--- config.mk ---
export PLATFORM = sky130hd
export DESIGN_NAME = lockprot_top
export DESIGN_NICKNAME = d
export VERILOG_FILES = /design/src/rtl/lockprot_pkg.sv /design/src/rtl/lockprot_ctrl.sv /design/src/rtl/lockprot_regs.sv /design/src/rtl/lockprot_top.sv
export SDC_FILE = /design/constraint.sdc
export NUM_CORES = 1
export LEC_CHECK = 0
export BUFFER_PORTS_ARGS = -buffer_cell sky130_fd_sc_hd__clkbuf_2
export CAP_MARGIN = 20
export CORE_AREA = 5 5 67 69
export CTS_BUF_LIST = sky130_fd_sc_hd__clkbuf_2
export DETAILED_ROUTE_END_ITERATION = 16
export DIE_AREA = 0 0 72 74
export GPL_TIMING_DRIVEN = 1
export HOLD_SLACK_MARGIN = 0.05
export PLACE_DENSITY = 0.65
export SYNTH_ARGS = -nofsm -noshare
export SYNTH_HDL_FRONTEND = slang
export SYNTH_HIERARCHICAL = 1
export SYNTH_SLANG_ARGS = --single-unit
--- constraint.sdc ---
create_clock -name clk -period 3.6 [get_ports clk]
set_input_delay 0.18 -clock clk [delete_from_list [all_inputs] [get_ports clk]]
set_output_delay 0.18 -clock clk [all_outputs]
set_load 0.05 [all_outputs]
--- src/rtl/lockprot_pkg.sv ---
package lockprot_pkg;

  typedef enum logic [1:0] {
    ADDR_GUARD = 2'd0,
    ADDR_IDLE  = 2'd1,
    ADDR_POL   = 2'd2,
    ADDR_MODE  = 2'd3
  } regAddr_t;

  // guard word layout
  localparam int DT_LSB    = 0;
  localparam int DT_W      = 8;
  localparam int LVL_LSB   = 8;
  localparam int LVL_W     = 2;
  localparam int OFFI_BIT  = 10;
  localparam int OFFR_BIT  = 11;
  localparam int BRKE_BIT  = 12;
  localparam int BRKP_BIT  = 13;
  localparam int AOE_BIT   = 14;
  localparam int GUARD_W   = 15;

  // per-channel mode slice layout
  localparam int SLICE_W   = 8;
  localparam int SEL_LSB   = 0;
  localparam int SEL_W     = 2;
  localparam int PRE_BIT   = 2;
  localparam int MODE_LSB  = 3;
  localparam int MODE_W    = 3;

  localparam logic [SEL_W-1:0] SEL_OUTPUT = '0;

  // strobes from control to datapath
  typedef struct packed {
    logic deadWr;
    logic breakWr;
    logic idleWr;
    logic offSelWr;
    logic polHit;
    logic modeHit;
  } wrStrobe_t;

endpackage

--- src/rtl/lockprot_ctrl.sv ---
module lockprot_ctrl
  import lockprot_pkg::*;
#(
  parameter int NCH    = 2,
  parameter int DATA_W = 16
) (
  input  logic                 clk,
  input  logic                 rstN,
  input  logic                 wrEn,
  input  logic [1:0]           wrAddr,
  input  logic [DATA_W-1:0]    wrData,
  input  logic [NCH-1:0]       chIsOut,
  output wrStrobe_t            strb,
  output logic [NCH-1:0]       polOpen,
  output logic [NCH-1:0]       cfgOpen,
  output logic [LVL_W-1:0]     lockLevel,
  output logic                 lockSet
);

  logic hitGuard, hitIdle, hitPol, hitMode;
  logic lockLoad;
  logic lvlGe1, lvlGe2, lvlIs3;

  assign hitGuard = wrEn && (regAddr_t'(wrAddr) == ADDR_GUARD);
  assign hitIdle  = wrEn && (regAddr_t'(wrAddr) == ADDR_IDLE);
  assign hitPol   = wrEn && (regAddr_t'(wrAddr) == ADDR_POL);
  assign hitMode  = wrEn && (regAddr_t'(wrAddr) == ADDR_MODE);

  assign lockLoad = hitGuard && !lockSet;

  assign lvlGe1 = (lockLevel != 2'd0);
  assign lvlGe2 = lockLevel[1];
  assign lvlIs3 = (lockLevel == 2'd3);

  // single-shot level register
  always_ff @(posedge clk or negedge rstN) begin
    if (!rstN) begin
      lockLevel <= '0;
      lockSet   <= 1'b0;
    end else if (lockLoad) begin
      lockLevel <= wrData[LVL_LSB +: LVL_W];
      lockSet   <= 1'b1;
    end
  end

  always_comb begin
    strb          = '0;
    strb.deadWr   = hitGuard && !lvlGe1;
    strb.breakWr  = hitGuard && !lvlGe1;
    strb.idleWr   = hitIdle  && !lvlGe1;
    strb.offSelWr = hitGuard && !lvlGe2;
    strb.polHit   = hitPol;
    strb.modeHit  = hitMode;
  end

  for (genvar c = 0; c < NCH; c++) begin : g_chGuard
    assign polOpen[c] = !(lvlGe2 && chIsOut[c]);
    assign cfgOpen[c] = !(lvlIs3 && chIsOut[c]);
  end

endmodule

--- src/rtl/lockprot_regs.sv ---
module lockprot_regs
  import lockprot_pkg::*;
#(
  parameter int NCH    = 2,
  parameter int DATA_W = 16
) (
  input  logic                 clk,
  input  logic                 rstN,
  input  logic [DATA_W-1:0]    wrData,
  input  wrStrobe_t            strb,
  input  logic [NCH-1:0]       polOpen,
  input  logic [NCH-1:0]       cfgOpen,
  output logic [NCH-1:0]       chIsOut,
  output logic [DT_W-1:0]      deadTime,
  output logic                 offIdleSel,
  output logic                 offRunSel,
  output logic                 brkEn,
  output logic                 brkPol,
  output logic                 autoOutEn,
  output logic [NCH-1:0]       idleLvl,
  output logic [NCH-1:0]       idleLvlN,
  output logic [NCH-1:0]       chPol,
  output logic [NCH-1:0]       chPolN,
  output logic [SEL_W*NCH-1:0] chSel,
  output logic [NCH-1:0]       chPreload,
  output logic [MODE_W*NCH-1:0] chMode
);

  always_ff @(posedge clk or negedge rstN) begin
    if (!rstN) begin
      deadTime <= '0;
    end else if (strb.deadWr) begin
      deadTime <= wrData[DT_LSB +: DT_W];
    end
  end

  always_ff @(posedge clk or negedge rstN) begin
    if (!rstN) begin
      brkEn     <= 1'b0;
      brkPol    <= 1'b0;
      autoOutEn <= 1'b0;
    end else if (strb.breakWr) begin
      brkEn     <= wrData[BRKE_BIT];
      brkPol    <= wrData[BRKP_BIT];
      autoOutEn <= wrData[AOE_BIT];
    end
  end

  always_ff @(posedge clk or negedge rstN) begin
    if (!rstN) begin
      offIdleSel <= 1'b0;
      offRunSel  <= 1'b0;
    end else if (strb.offSelWr) begin
      offIdleSel <= wrData[OFFI_BIT];
      offRunSel  <= wrData[OFFR_BIT];
    end
  end

  for (genvar c = 0; c < NCH; c++) begin : g_ch
    logic [SLICE_W-1:0] slice;
    assign slice = wrData[c*SLICE_W +: SLICE_W];

    always_ff @(posedge clk or negedge rstN) begin
      if (!rstN) begin
        idleLvl[c]  <= 1'b0;
        idleLvlN[c] <= 1'b0;
      end else if (strb.idleWr) begin
        idleLvl[c]  <= wrData[2*c];
        idleLvlN[c] <= wrData[2*c+1];
      end
    end

    always_ff @(posedge clk or negedge rstN) begin
      if (!rstN) begin
        chPol[c]  <= 1'b0;
        chPolN[c] <= 1'b0;
      end else if (strb.polHit && polOpen[c]) begin
        chPol[c]  <= wrData[2*c];
        chPolN[c] <= wrData[2*c+1];
      end
    end

    always_ff @(posedge clk or negedge rstN) begin
      if (!rstN) begin
        chSel[c*SEL_W +: SEL_W] <= '0;
      end else if (strb.modeHit) begin
        chSel[c*SEL_W +: SEL_W] <= slice[SEL_LSB +: SEL_W];
      end
    end

    always_ff @(posedge clk or negedge rstN) begin
      if (!rstN) begin
        chPreload[c]               <= 1'b0;
        chMode[c*MODE_W +: MODE_W] <= '0;
      end else if (strb.modeHit && cfgOpen[c]) begin
        chPreload[c]               <= slice[PRE_BIT];
        chMode[c*MODE_W +: MODE_W] <= slice[MODE_LSB +: MODE_W];
      end
    end

    assign chIsOut[c] = (chSel[c*SEL_W +: SEL_W] == SEL_OUTPUT);
  end

endmodule

--- src/rtl/lockprot_top.sv ---
module lockprot_top
  import lockprot_pkg::*;
#(
  parameter int NCH    = 2,
  parameter int DATA_W = 16
) (
  input  logic                  clk,
  input  logic                  rstN,
  input  logic                  wrEn,
  input  logic [1:0]            wrAddr,
  input  logic [DATA_W-1:0]     wrData,
  output logic [1:0]            lockLevel,
  output logic                  lockSet,
  output logic [7:0]            deadTime,
  output logic                  offIdleSel,
  output logic                  offRunSel,
  output logic                  brkEn,
  output logic                  brkPol,
  output logic                  autoOutEn,
  output logic [NCH-1:0]        idleLvl,
  output logic [NCH-1:0]        idleLvlN,
  output logic [NCH-1:0]        chPol,
  output logic [NCH-1:0]        chPolN,
  output logic [2*NCH-1:0]      chSel,
  output logic [NCH-1:0]        chPreload,
  output logic [3*NCH-1:0]      chMode
);

  localparam int MIN_W = (NCH * SLICE_W > GUARD_W) ? NCH * SLICE_W : GUARD_W;

  initial begin
    if (DATA_W < MIN_W) $error("DATA_W too narrow for NCH");
  end

  wrStrobe_t      strb;
  logic [NCH-1:0] polOpen;
  logic [NCH-1:0] cfgOpen;
  logic [NCH-1:0] chIsOut;

  lockprot_ctrl #(.NCH(NCH), .DATA_W(DATA_W)) u_ctrl (
    .clk       (clk),
    .rstN      (rstN),
    .wrEn      (wrEn),
    .wrAddr    (wrAddr),
    .wrData    (wrData),
    .chIsOut   (chIsOut),
    .strb      (strb),
    .polOpen   (polOpen),
    .cfgOpen   (cfgOpen),
    .lockLevel (lockLevel),
    .lockSet   (lockSet)
  );

  lockprot_regs #(.NCH(NCH), .DATA_W(DATA_W)) u_regs (
    .clk        (clk),
    .rstN       (rstN),
    .wrData     (wrData),
    .strb       (strb),
    .polOpen    (polOpen),
    .cfgOpen    (cfgOpen),
    .chIsOut    (chIsOut),
    .deadTime   (deadTime),
    .offIdleSel (offIdleSel),
    .offRunSel  (offRunSel),
    .brkEn      (brkEn),
    .brkPol     (brkPol),
    .autoOutEn  (autoOutEn),
    .idleLvl    (idleLvl),
    .idleLvlN   (idleLvlN),
    .chPol      (chPol),
    .chPolN     (chPolN),
    .chSel      (chSel),
    .chPreload  (chPreload),
    .chMode     (chMode)
  );

endmodule

==> metrics.md <==
| Metric | Value |
|---|---|
| Register bit count reported by yosys | 36 |
| Buf/Inv on CP | 0 |
| IO Pins | 57 |
| Initial cell density of the core | 37.4% |
| Relative slew slack | 33.9% |
| F_max | 452 MHz |
| Critical path endpoint | u_regs/deadTime[1] |
| Largest net degree at the start of global routing | 37 |
| Later-pin clock latency in the skew report | 0.38 ns |
| Clock slew at reported path FFs | 0.17 ns |
| Worst min-delay path class | in -> reg |
| Crit Path Max Fanout | 11 |
| Drt drc | 0 |
| Antenna cells | 0 |
| Worst EP required | 3.88 ns |
| Final core occ | 51.4% |
| Slowest stage delay, CP | 0.76 ns |
| Routability cong. | 0.646 |
| Final ANT Viol Nets | 0 |
| RSZ-0062 raised after global routing | false |
| Post-synthesis sequential area ratio | 62.5% |
| Max-Cap Viols | 0 |
| Final Skew | 0.0136 ns |
| Dpl ws | 1.39 ns |
| Row count | 23 |
| Pwr/cell area | 812 mW/mm² |
| CP Launch Point | u_ctrl/lockLevel[1] |
| All-Layer GR Usage | 13.9% |
| Commonest cells after routing, fill and taps aside | clkbuf_2, dfrtp_1, mux2_2 |
| Initial antenna violation count | 0 |
| First-pass GRT wire length | 5630 µm |
| Nets | 190 |
| Pwr Total | 1610 µW |
| Core footprint | 0.00386 mm² |
| Die width | 72 µm |
| Syn Nets | 116 |
| Synth-to-Final Area Change | 37.5% |
| Final Max Slew Viols | 0 |
| Synth unique cells | 15 |
| P_leak | 0.000945 µW |
| Total Neg Setup Slack | 0 ns |
| Via count | 1040 |
| Cells on worst reg2reg path | 3 |
| Final HPWL DP | 2430 µm |
| Crit Path Category | reg -> reg |
| CP startpoint kind | flip-flop |
| Final setup violation count | 0 |
| Vias/cell | 4.73 |
| Final Cycle Share | 61.4% |
| Final Hold Viols | 0 |
| Worst r2r dst | u_regs/deadTime[1] |
| Post-Synthesis Cells | 95 |
| CTS sink count | 36 |
| First DRT Iteration DRCs | 32 |
| Fin crit period | 2.21 ns |
| Commonest non-fill, non-tap cell in the layout | clkbuf_2 |
| Die area | 0.00533 mm² |
| Drt first pass iters | 2 |
| Routed len/inst | 14.7 µm |
| Layout cells sized above 1 | 57.6% |
| Critical path depth in cells | 3 |
| Slowest cell on the critical path | nor3_2 |
| Critical Path AT | 2.50 ns |
| PnR worst setup slack | 1.39 ns |
| Cell breakdown of the critical path | or3b_1, nor3_2, mux2_2 |
| Syn avg cell area | 15.2 µm² |
| Worst reg-to-reg setup slack | 1.39 ns |
| Worst VDD drop | 0.430 mV |
| R2R Path Start | u_ctrl/lockLevel[1] |
| Worst-Margin Slew | 0.986 ns |
| CTS tree | yes |
| Die height | 74 µm |
| Post-CTS sizing | 0 |
| PortBufs | 55 |
| Post-CTS Setup Repair Bufs | 0 |
| Vias in the first global route | 1169 |
| Element type at the critical path end | flip-flop |
| Htree depth | 2 |
| Clk buf depth | 2 |
| Overflow after GRT | 0 |
| CTS Root Cell | clkbuf_2 |
| Delay-heaviest family, CP | simple AND/OR/NAND/NOR gates |
| Mapped cell area | 0.00144 mm² |
| Total CTS buffers | 5 |
| Final wirelength | 3230 µm |
| Status | finished, final reports clean |
| Synth warnings | 6 |
final cells by class:
type / count / area, µm²
Timing Repair Buffer: 71 / 435
Sequential cell: 36 / 901
Clock inverter: 2 / 35.0
Clock buffer: 6 / 30.0
Tap cell: 50 / 62.6
Multi-Input combinational cell: 55 / 518
Fill cell: 363 / 1870
worst reg2reg max path, cell delays in order (launching register included):
cell     delay, ns
dfrtp_1       0.50
or3b_1        0.44
nor3_2        0.76
mux2_2        0.43
cells by family (layout without fill, tap and decap cells):
family | after synthesis | in the layout | share of synthesized area (%)
compound gates | 1 | 1 | 0.521
flops | 36 | 36 | 62.5
simple gates | 19 | 19 | 7.73
buf+inv | 4 | 79 | 1.91
mux | 35 | 35 | 27.3
what timing repair did:
| item | CTS | global route |
|---|---|---|
| hold buffers | 15 | 1 |
| endpoints found under the hold margin | 62 | 1 |
| setup endpoints to repair | 0 | 0 |
layer usage:
layer	GRT usage (%)	wire [µm]	up-vias	share of wire, %
met5	0	0	-	0
met1	16.1	1280	524	40
met3	3.38	155	7	4.8
met4	6.89	59	0	1.8
li1	-	-	483	-
met2	24.2	1730	26	54
registers in the layout, indices dropped and copies added, names as in the netlist:
| register | flops |
|---|---|
| u_regs/chPol | 2 |
| u_regs/chPolN | 2 |
| u_regs/brkEn | 1 |
| u_regs/offIdleSel | 1 |
| u_ctrl/lockLevel | 2 |
| u_regs/chSel | 4 |
| u_regs/brkPol | 1 |
| u_regs/idleLvl | 2 |
| u_regs/offRunSel | 1 |
| u_regs/idleLvlN | 2 |
| u_ctrl/lockSet | 1 |
| u_regs/chMode | 6 |
| u_regs/autoOutEn | 1 |
| u_regs/deadTime | 8 |
| u_regs/chPreload | 2 |
synth_stat cells, drive strengths merged:
cell type | n | area share, %
nand2 | 7 | 1.8
a21o | 1 | 0.52
buf | 4 | 1.9
nor2 | 4 | 1.0
mux2 | 35 | 27
nor4b | 2 | 2.3
or3b | 1 | 0.61
nor3 | 1 | 0.35
nand3 | 2 | 0.69
dfrtp | 36 | 62
nor3b | 1 | 0.52
and3 | 1 | 0.43
report_power, final:
part | internal [µW] | switching, µW
sequential | 526 | 70.9
combinational | 197 | 565
clock | 120 | 131
metrics by stage:
step | hold slack, ns | instances | instance area, µm²
6_report | 0.0778 | 220 | 1980
5_1_grt | 0.0735 | 220 | 1980
4_1_cts | 0.0516 | 219 | 1970
3_5_place_dp | 0.336 | 196 | 1760
3_3_place_gp | 0.316 | 196 | 1760
2_1_floorplan | -0.116 | 95 | 1440
how the worst min path moves through the flow:
| stage | start | to | cells after the start |
|---|---|---|---|
| after floorplan | rstN | u_ctrl/lockLevel[0] | 0 |
| after detailed placement | rstN | u_regs/brkEn | 1 |
| after global routing | wrEn | u_ctrl/lockSet | 2 |
| after global placement | rstN | u_regs/chMode[4] | 1 |
| final | wrEn | u_ctrl/lockSet | 2 |
| after CTS | wrData[1] | u_regs/chSel[1] | 2 |
Note: power is estimated with default switching activity, not from simulation.
